<file path="src/rtl/mbcode_pkg.sv">
package mbcode_pkg;
  localparam int CODE_W = 4;

  localparam logic [CODE_W-1:0] C_RX_INACT = 4'b0000;
  localparam logic [CODE_W-1:0] C_EMPTY    = 4'b0100;
  localparam logic [CODE_W-1:0] C_FULL     = 4'b0010;
  localparam logic [CODE_W-1:0] C_OVERRUN  = 4'b0110;
  localparam logic [CODE_W-1:0] C_BUSY_E   = 4'b0011;
  localparam logic [CODE_W-1:0] C_BUSY_O   = 4'b0111;
  localparam logic [CODE_W-1:0] C_TX_INACT = 4'b1000;
  localparam logic [CODE_W-1:0] C_ABORT    = 4'b1001;
  localparam logic [CODE_W-1:0] C_TX_ONCE  = 4'b1100;
  localparam logic [CODE_W-1:0] C_RR_WAIT  = 4'b1010;
  localparam logic [CODE_W-1:0] C_RR_SEND  = 4'b1110;

  typedef struct packed {
    logic              loadCode;
    logic [CODE_W-1:0] nextCode;
    logic              loadRtr;
    logic              rtrVal;
    logic              lockSet;
    logic              lockClr;
    logic              servSet;
    logic              servClr;
  } mbStrobe_t;
endpackage

</file>
<file path="src/rtl/mbcode_ctrl.sv">
module mbcode_ctrl
  import mbcode_pkg::*;
(
  input  logic [CODE_W-1:0] codeQ,
  input  logic              rtrQ,
  input  logic              lockQ,
  input  logic              servQ,
  input  logic              cpuWrEn,
  input  logic [CODE_W-1:0] cpuWrCode,
  input  logic              cpuWrRtr,
  input  logic              csRead,
  input  logic              unlock,
  input  logic              frmStart,
  input  logic              frmEnd,
  input  logic              remoteMatch,
  input  logic              txDone,
  input  logic              abortEn,
  output mbStrobe_t         strb
);
  logic rxHeld;
  logic startOk;

  assign rxHeld  = (codeQ == C_FULL) || (codeQ == C_OVERRUN);
  assign startOk = frmStart && !lockQ;

  always_comb begin
    strb          = '0;
    strb.lockSet  = csRead;
    strb.lockClr  = unlock && !csRead;
    strb.servSet  = unlock && !csRead && lockQ && rxHeld;
    if (cpuWrEn) begin
      strb.loadCode = 1'b1;
      strb.nextCode = ((cpuWrCode == C_ABORT) && !abortEn) ? C_TX_INACT : cpuWrCode;
      strb.loadRtr  = 1'b1;
      strb.rtrVal   = cpuWrRtr;
      strb.servSet  = 1'b0;
      strb.servClr  = 1'b1;
    end else begin
      unique case (codeQ)
        C_EMPTY: begin
          if (startOk) begin
            strb.loadCode = 1'b1;
            strb.nextCode = C_BUSY_E;
          end
        end
        C_FULL, C_OVERRUN: begin
          if (startOk) begin
            strb.loadCode = 1'b1;
            strb.nextCode = servQ ? C_BUSY_E : C_BUSY_O;
            strb.servClr  = 1'b1;
          end
        end
        C_BUSY_E: begin
          if (frmEnd) begin
            strb.loadCode = 1'b1;
            strb.nextCode = C_FULL;
          end
        end
        C_BUSY_O: begin
          if (frmEnd) begin
            strb.loadCode = 1'b1;
            strb.nextCode = C_OVERRUN;
          end
        end
        C_TX_ONCE: begin
          if (txDone) begin
            strb.loadCode = 1'b1;
            strb.nextCode = rtrQ ? C_EMPTY : C_TX_INACT;
          end
        end
        C_RR_WAIT: begin
          if (remoteMatch) begin
            strb.loadCode = 1'b1;
            strb.nextCode = C_RR_SEND;
          end
        end
        C_RR_SEND: begin
          if (txDone) begin
            strb.loadCode = 1'b1;
            strb.nextCode = C_RR_WAIT;
          end
        end
        default: ;
      endcase
    end
  end
endmodule

</file>
<file path="src/rtl/mbcode_dp.sv">
module mbcode_dp
  import mbcode_pkg::*;
(
  input  logic              clk,
  input  logic              rst_n,
  input  mbStrobe_t         strb,
  output logic [CODE_W-1:0] codeQ,
  output logic              rtrQ,
  output logic              lockQ,
  output logic              servQ,
  output logic              busyOut,
  output logic              arbOut
);
  always_ff @(posedge clk or negedge rst_n) begin
    if (!rst_n) begin
      codeQ <= C_RX_INACT;
      rtrQ  <= 1'b0;
      lockQ <= 1'b0;
      servQ <= 1'b0;
    end else begin
      if (strb.loadCode) codeQ <= strb.nextCode;
      if (strb.loadRtr)  rtrQ  <= strb.rtrVal;
      if (strb.lockSet)      lockQ <= 1'b1;
      else if (strb.lockClr) lockQ <= 1'b0;
      if (strb.servClr)      servQ <= 1'b0;
      else if (strb.servSet) servQ <= 1'b1;
    end
  end

  assign busyOut = (codeQ == C_BUSY_E) || (codeQ == C_BUSY_O);
  assign arbOut  = (codeQ == C_TX_ONCE) || (codeQ == C_RR_SEND);
endmodule

</file>
<file path="src/rtl/mbcode_unit.sv">
module mbcode_unit
  import mbcode_pkg::*;
(
  input  logic              clk,
  input  logic              rst_n,
  input  logic              cpuWrEn,
  input  logic [CODE_W-1:0] cpuWrCode,
  input  logic              cpuWrRtr,
  input  logic              csRead,
  input  logic              unlock,
  input  logic              frmStart,
  input  logic              frmEnd,
  input  logic              remoteMatch,
  input  logic              txDone,
  input  logic              abortEn,
  output logic [CODE_W-1:0] code,
  output logic              rtr,
  output logic              busy,
  output logic              arbEligible
);
  mbStrobe_t         strb;
  logic [CODE_W-1:0] codeQ;
  logic              rtrQ;
  logic              lockQ;
  logic              servQ;

  mbcode_ctrl u_ctrl (
    .codeQ(codeQ), .rtrQ(rtrQ), .lockQ(lockQ), .servQ(servQ),
    .cpuWrEn(cpuWrEn), .cpuWrCode(cpuWrCode), .cpuWrRtr(cpuWrRtr),
    .csRead(csRead), .unlock(unlock), .frmStart(frmStart), .frmEnd(frmEnd),
    .remoteMatch(remoteMatch), .txDone(txDone), .abortEn(abortEn),
    .strb(strb)
  );

  mbcode_dp u_dp (
    .clk(clk), .rst_n(rst_n), .strb(strb),
    .codeQ(codeQ), .rtrQ(rtrQ), .lockQ(lockQ), .servQ(servQ),
    .busyOut(busy), .arbOut(arbEligible)
  );

  assign code = codeQ;
  assign rtr  = rtrQ;
endmodule

</file>
<file path="config.mk">
export PLATFORM = sky130hd
export DESIGN_NAME = mbcode_unit
export DESIGN_NICKNAME = d
export VERILOG_FILES = /design/src/rtl/mbcode_pkg.sv /design/src/rtl/mbcode_ctrl.sv /design/src/rtl/mbcode_dp.sv /design/src/rtl/mbcode_unit.sv
export SDC_FILE = /design/constraint.sdc
export NUM_CORES = 1
export LEC_CHECK = 0
export BUFFER_PORTS_ARGS = -buffer_cell sky130_fd_sc_hd__buf_2
export CORE_AREA = 8 8 45 47
export CTS_CLUSTER_DIAMETER = 50
export CTS_CLUSTER_SIZE = 8
export DETAILED_ROUTE_END_ITERATION = 8
export DIE_AREA = 0 0 53 55
export PLACE_DENSITY = 0.67
export SLEW_MARGIN = 25
export SYNTH_ARGS = -nofsm -noshare
export SYNTH_HDL_FRONTEND = slang
export SYNTH_SLANG_ARGS = --single-unit
</file>
<file path="constraint.sdc">
create_clock -name clk -period 2.3 [get_ports clk]
set_clock_uncertainty 0.2 [all_clocks]
set_input_delay 0.115 -clock clk [delete_from_list [all_inputs] [get_ports clk]]
set_output_delay 0.115 -clock clk [all_outputs]
set_load 0.005 [all_outputs]
</file>
==> results summary <==
The arithmetic-cell share of the synthesized area counting full adders, half adders and majority gates is 0%. Entering global routing, the biggest net connects 13 pins. The wire length per cell after detailed routing came out at 13.6 µm. In the finished design, the share of the clock period the worst path needs comes to 82.3%. The total grt overflow is 0. The starting density of the core came out at 37.1%. The first-pass GRT wire length is 2460 µm. The count of max-cap constraint violations is 0. During I/O placement, the number of pins put on the boundary was 22. Synthesis inferred 7 register bits. The number of gates resized after cts is 0. The post-detailed-routing wire length came out at 1430 µm. At the pin with the least slew margin, the transition time is 330 ps. Buffers placed on the I/O ports in this run total 21.

After synthesis, the largest family of logic cells by area is simple AND/OR/NAND/NOR gates. The power density over cell area is 534 nW/µm². The simple logic cell fraction of the synthesized area is 32.4%. Synthesis instantiated 32 different standard cells from the library.

For this run, asynchronously set or reset flops after synthesis account for 100%. The worst-case reg-to-reg path depth is 4. The startpoint of the tightest hold check path is abortEn.

The signal on the critical path passes through mux2i_2 > o32ai_2 > or4b_4 > o221ai_2. From synthesis to final layout, the design area changed by 44.1%. In this run the mean area of a mapped cell was 9.00 µm². The total routing resource utilization after global routing came out at 11.4%.

The number of max-slew violations in the final report came out at 0. On the critical path, the stage with the largest delay is an instance of or4b_4. The placed instance count came out at 92. Row generation in the floorplan step produced 14 rows. TritonCTS built the clock tree. The clock passes through at most 2 buffers. The repair_antennas step left the layout with diodes totalling 0. The final route contains 567 vias.

Setup violations remaining at the end of the flow were counted as 0. The x dimension of the die is 53 µm. Derived from the worst setup path, the maximum achievable clock frequency is 528 MHz. The overall die area is 2920 µm². The count of buffers added by post-CTS timing repair for setup is 0.

The number of global-route vias before repair was 611. The flow ran to the end, and the final reports show no timing, DRC or antenna violations. The number of nets handed over by synthesis was 72. The multiplexer share of the synthesized area is 2.68%.

The vertical die dimension is 55 µm. The share of the synthesized area in compound gates (AO/OA/AOI/OAI) came out at 25.6%. The initial DRC count is 12. The number of H-tree branching levels came out at 1. The length of the first detailed-routing pass in iterations is 4. Summed over all cells, the static leakage comes to 0.000329 µW. The worst register-to-register path ends at u_dp.codeQ[2].

The number of synthesized flops with an enable pin is 0. The shortest clock period the worst path allows after layout is 1890 ps. The number of hold buffers added after CTS was 9. The worst register-to-register path begins at u_dp.codeQ[2]. Setup total negative slack on the finished layout was measured at 0 ps.

Summing every instance area after synthesis gives 513 µm². The count of antenna-violating nets left after detailed routing is 0. The hold path depth is 4. Setup repair after global routing left no endpoint under its margin. CTS saw 7 sinks. The tree is rooted in a clkbuf_4. The worst-path maximum fanout is 9. The fraction of layout instances using a drive strength above 1 came out at 32.6%. The sequential fraction of the synthesis area is 34.1%. The count of yosys warnings during synthesis came out at 0. The estimated wirelength of the detail-placed design came out at 1110 µm. The synthesized-area fraction occupied by xor and xnor cells is 0%.

The arrival time at the worst endpoint is 1870 ps. STA puts the critical path data required time at 2280 ps. In the routed design, unresolved DRC markers number 0.

The critical path class is flop to flop. The share of the core filled with cells in the final layout is 53.4%. STA classifies the critical path endpoint as a flop. The headroom to the max-slew limit is 78.0%. The setup check on the worst reg-to-reg path leaves a slack of 410 ps. The synthesized netlist cell count came out at 57. The total CTS buffers came out at 3. The clock latency at the later pin of the worst-skew pair is 250 ps. The net total in the final layout is 105. The number of vias per cell came out at 5.40. The worst hold path belongs to the class input pin to flop.

The filler-free cell count of the finished design is 105. The delay of the slowest critical-path stage came out at 530 ps. The initial antenna violation count is 0. For this run, the leading register cell type out of synthesis is dfrtp_1.

After floorplanning, the core was sized to cover 1380 µm². The clock-pin slew on the worst setup and hold paths is 50 ps. The maximum vdd drop is 0.284 mV. The last weighted congestion value of the routability-driven placer is 0.795.

The count of endpoints failing hold in the final timing report came out at 0. The endpoint with the worst hold slack is u_dp.codeQ[0]. The worst setup path is launched from a flop.
==> metrics by stage <==
stage / setup WS (ps) / hold WS, ps / area, µm² / total power [µW]
2_1_floorplan: 500 / -381 / 513 / 231
3_3_place_gp: 454 / -244 / 623 / 270
3_5_place_dp: 421 / -242 / 623 / 271
4_1_cts: 408 / 9.82 / 739 / 396
5_1_grt: 253 / 23.7 / 739 / 423
6_report: 407 / 9.46 / 739 / 395
==> Yosys cell counts (all sizes together) (2+ instances only) <==
cell type | n | area, µm²
dfrtp | 7 | 175
nor3 | 2 | 10.0
nand2 | 6 | 22.5
or4b | 3 | 33.8
nor2 | 7 | 26.3
inv | 3 | 11.3
nor2b | 3 | 18.8
o21ai | 3 | 15.0
nand2b | 2 | 12.5
==> power by group <==
group	internal [µW]	leakage (µW)	switching (µW)
logic	66.5	0.000229	54.1
clock network	66.3	0.0000150	47.4
registers	136	0.0000858	24.5
==> registers in the layout, summed over array words and instances, names as in the netlist <==
register    cells
u_dp.lockQ      1
u_dp.codeQ      4
u_dp.servQ      1
u_dp.rtrQ       1
==> critical path, delay by kind of cell (launching register included) <==
family / cells / cell delay [ps]
multiplexers: 1 / 290
AO/OA/AOI/OAI: 2 / 290
AND/OR/NAND/NOR: 1 / 530
flip-flops: 1 / 490
==> final cells by class <==
cell class,instances,area [µm²]
tap,16,20.0
fill,136,644
multi-input combinational,45,312
inverter,3,11.3
timing repair buffer,30,195
clock buffer,4,26.3
sequential,7,175
==> worst max path at each step <==
stage,from,slack (ps),end
after CTS,u_dp.codeQ[2],410,u_dp.codeQ[2]
after global routing,u_dp.codeQ[2],250,u_dp.codeQ[2]
after floorplan,u_dp.codeQ[2],500,u_dp.codeQ[2]
after global placement,u_dp.codeQ[2],450,u_dp.codeQ[2]
final,u_dp.codeQ[2],410,u_dp.codeQ[2]
after detailed placement,u_dp.codeQ[2],420,u_dp.codeQ[2]
==> metal layers <==
| metal | share of wire [%] | track usage, % | up-vias |
|---|---|---|---|
| li1 | - | - | 277 |
| met1 | 42 | 12.0 | 263 |
| met2 | 46 | 19.1 | 22 |
| met3 | 8.9 | 2.67 | 5 |
| met4 | 3.3 | 9.05 | 0 |
| met5 | 0 | 0 | - |
==> logic make-up (layout without fill, tap and decap cells) <==
group | after synthesis | after routing
buffers and inverters | 5 | 37
AOI/OAI and AO/OA | 16 | 16
DFF | 7 | 7
muxes | 1 | 1
and+or+nand+nor | 28 | 28
==> layout by cell type, fill, tap and decap left out, types with 2 or more instances in the layout <==
master         netlist  final
clkbuf_4             0      3
nand2b_1             2      2
inv_1                3      3
dlygate4sd3_1        0      9
nand2_1              6      6
nor2b_1              3      3
or4b_1               2      2
buf_2                0     21
dfrtp_1              7      7
nor2_1               7      7
nor3_1               2      2
o21ai_0              2      2
Power figures use the tool's default switching activity.
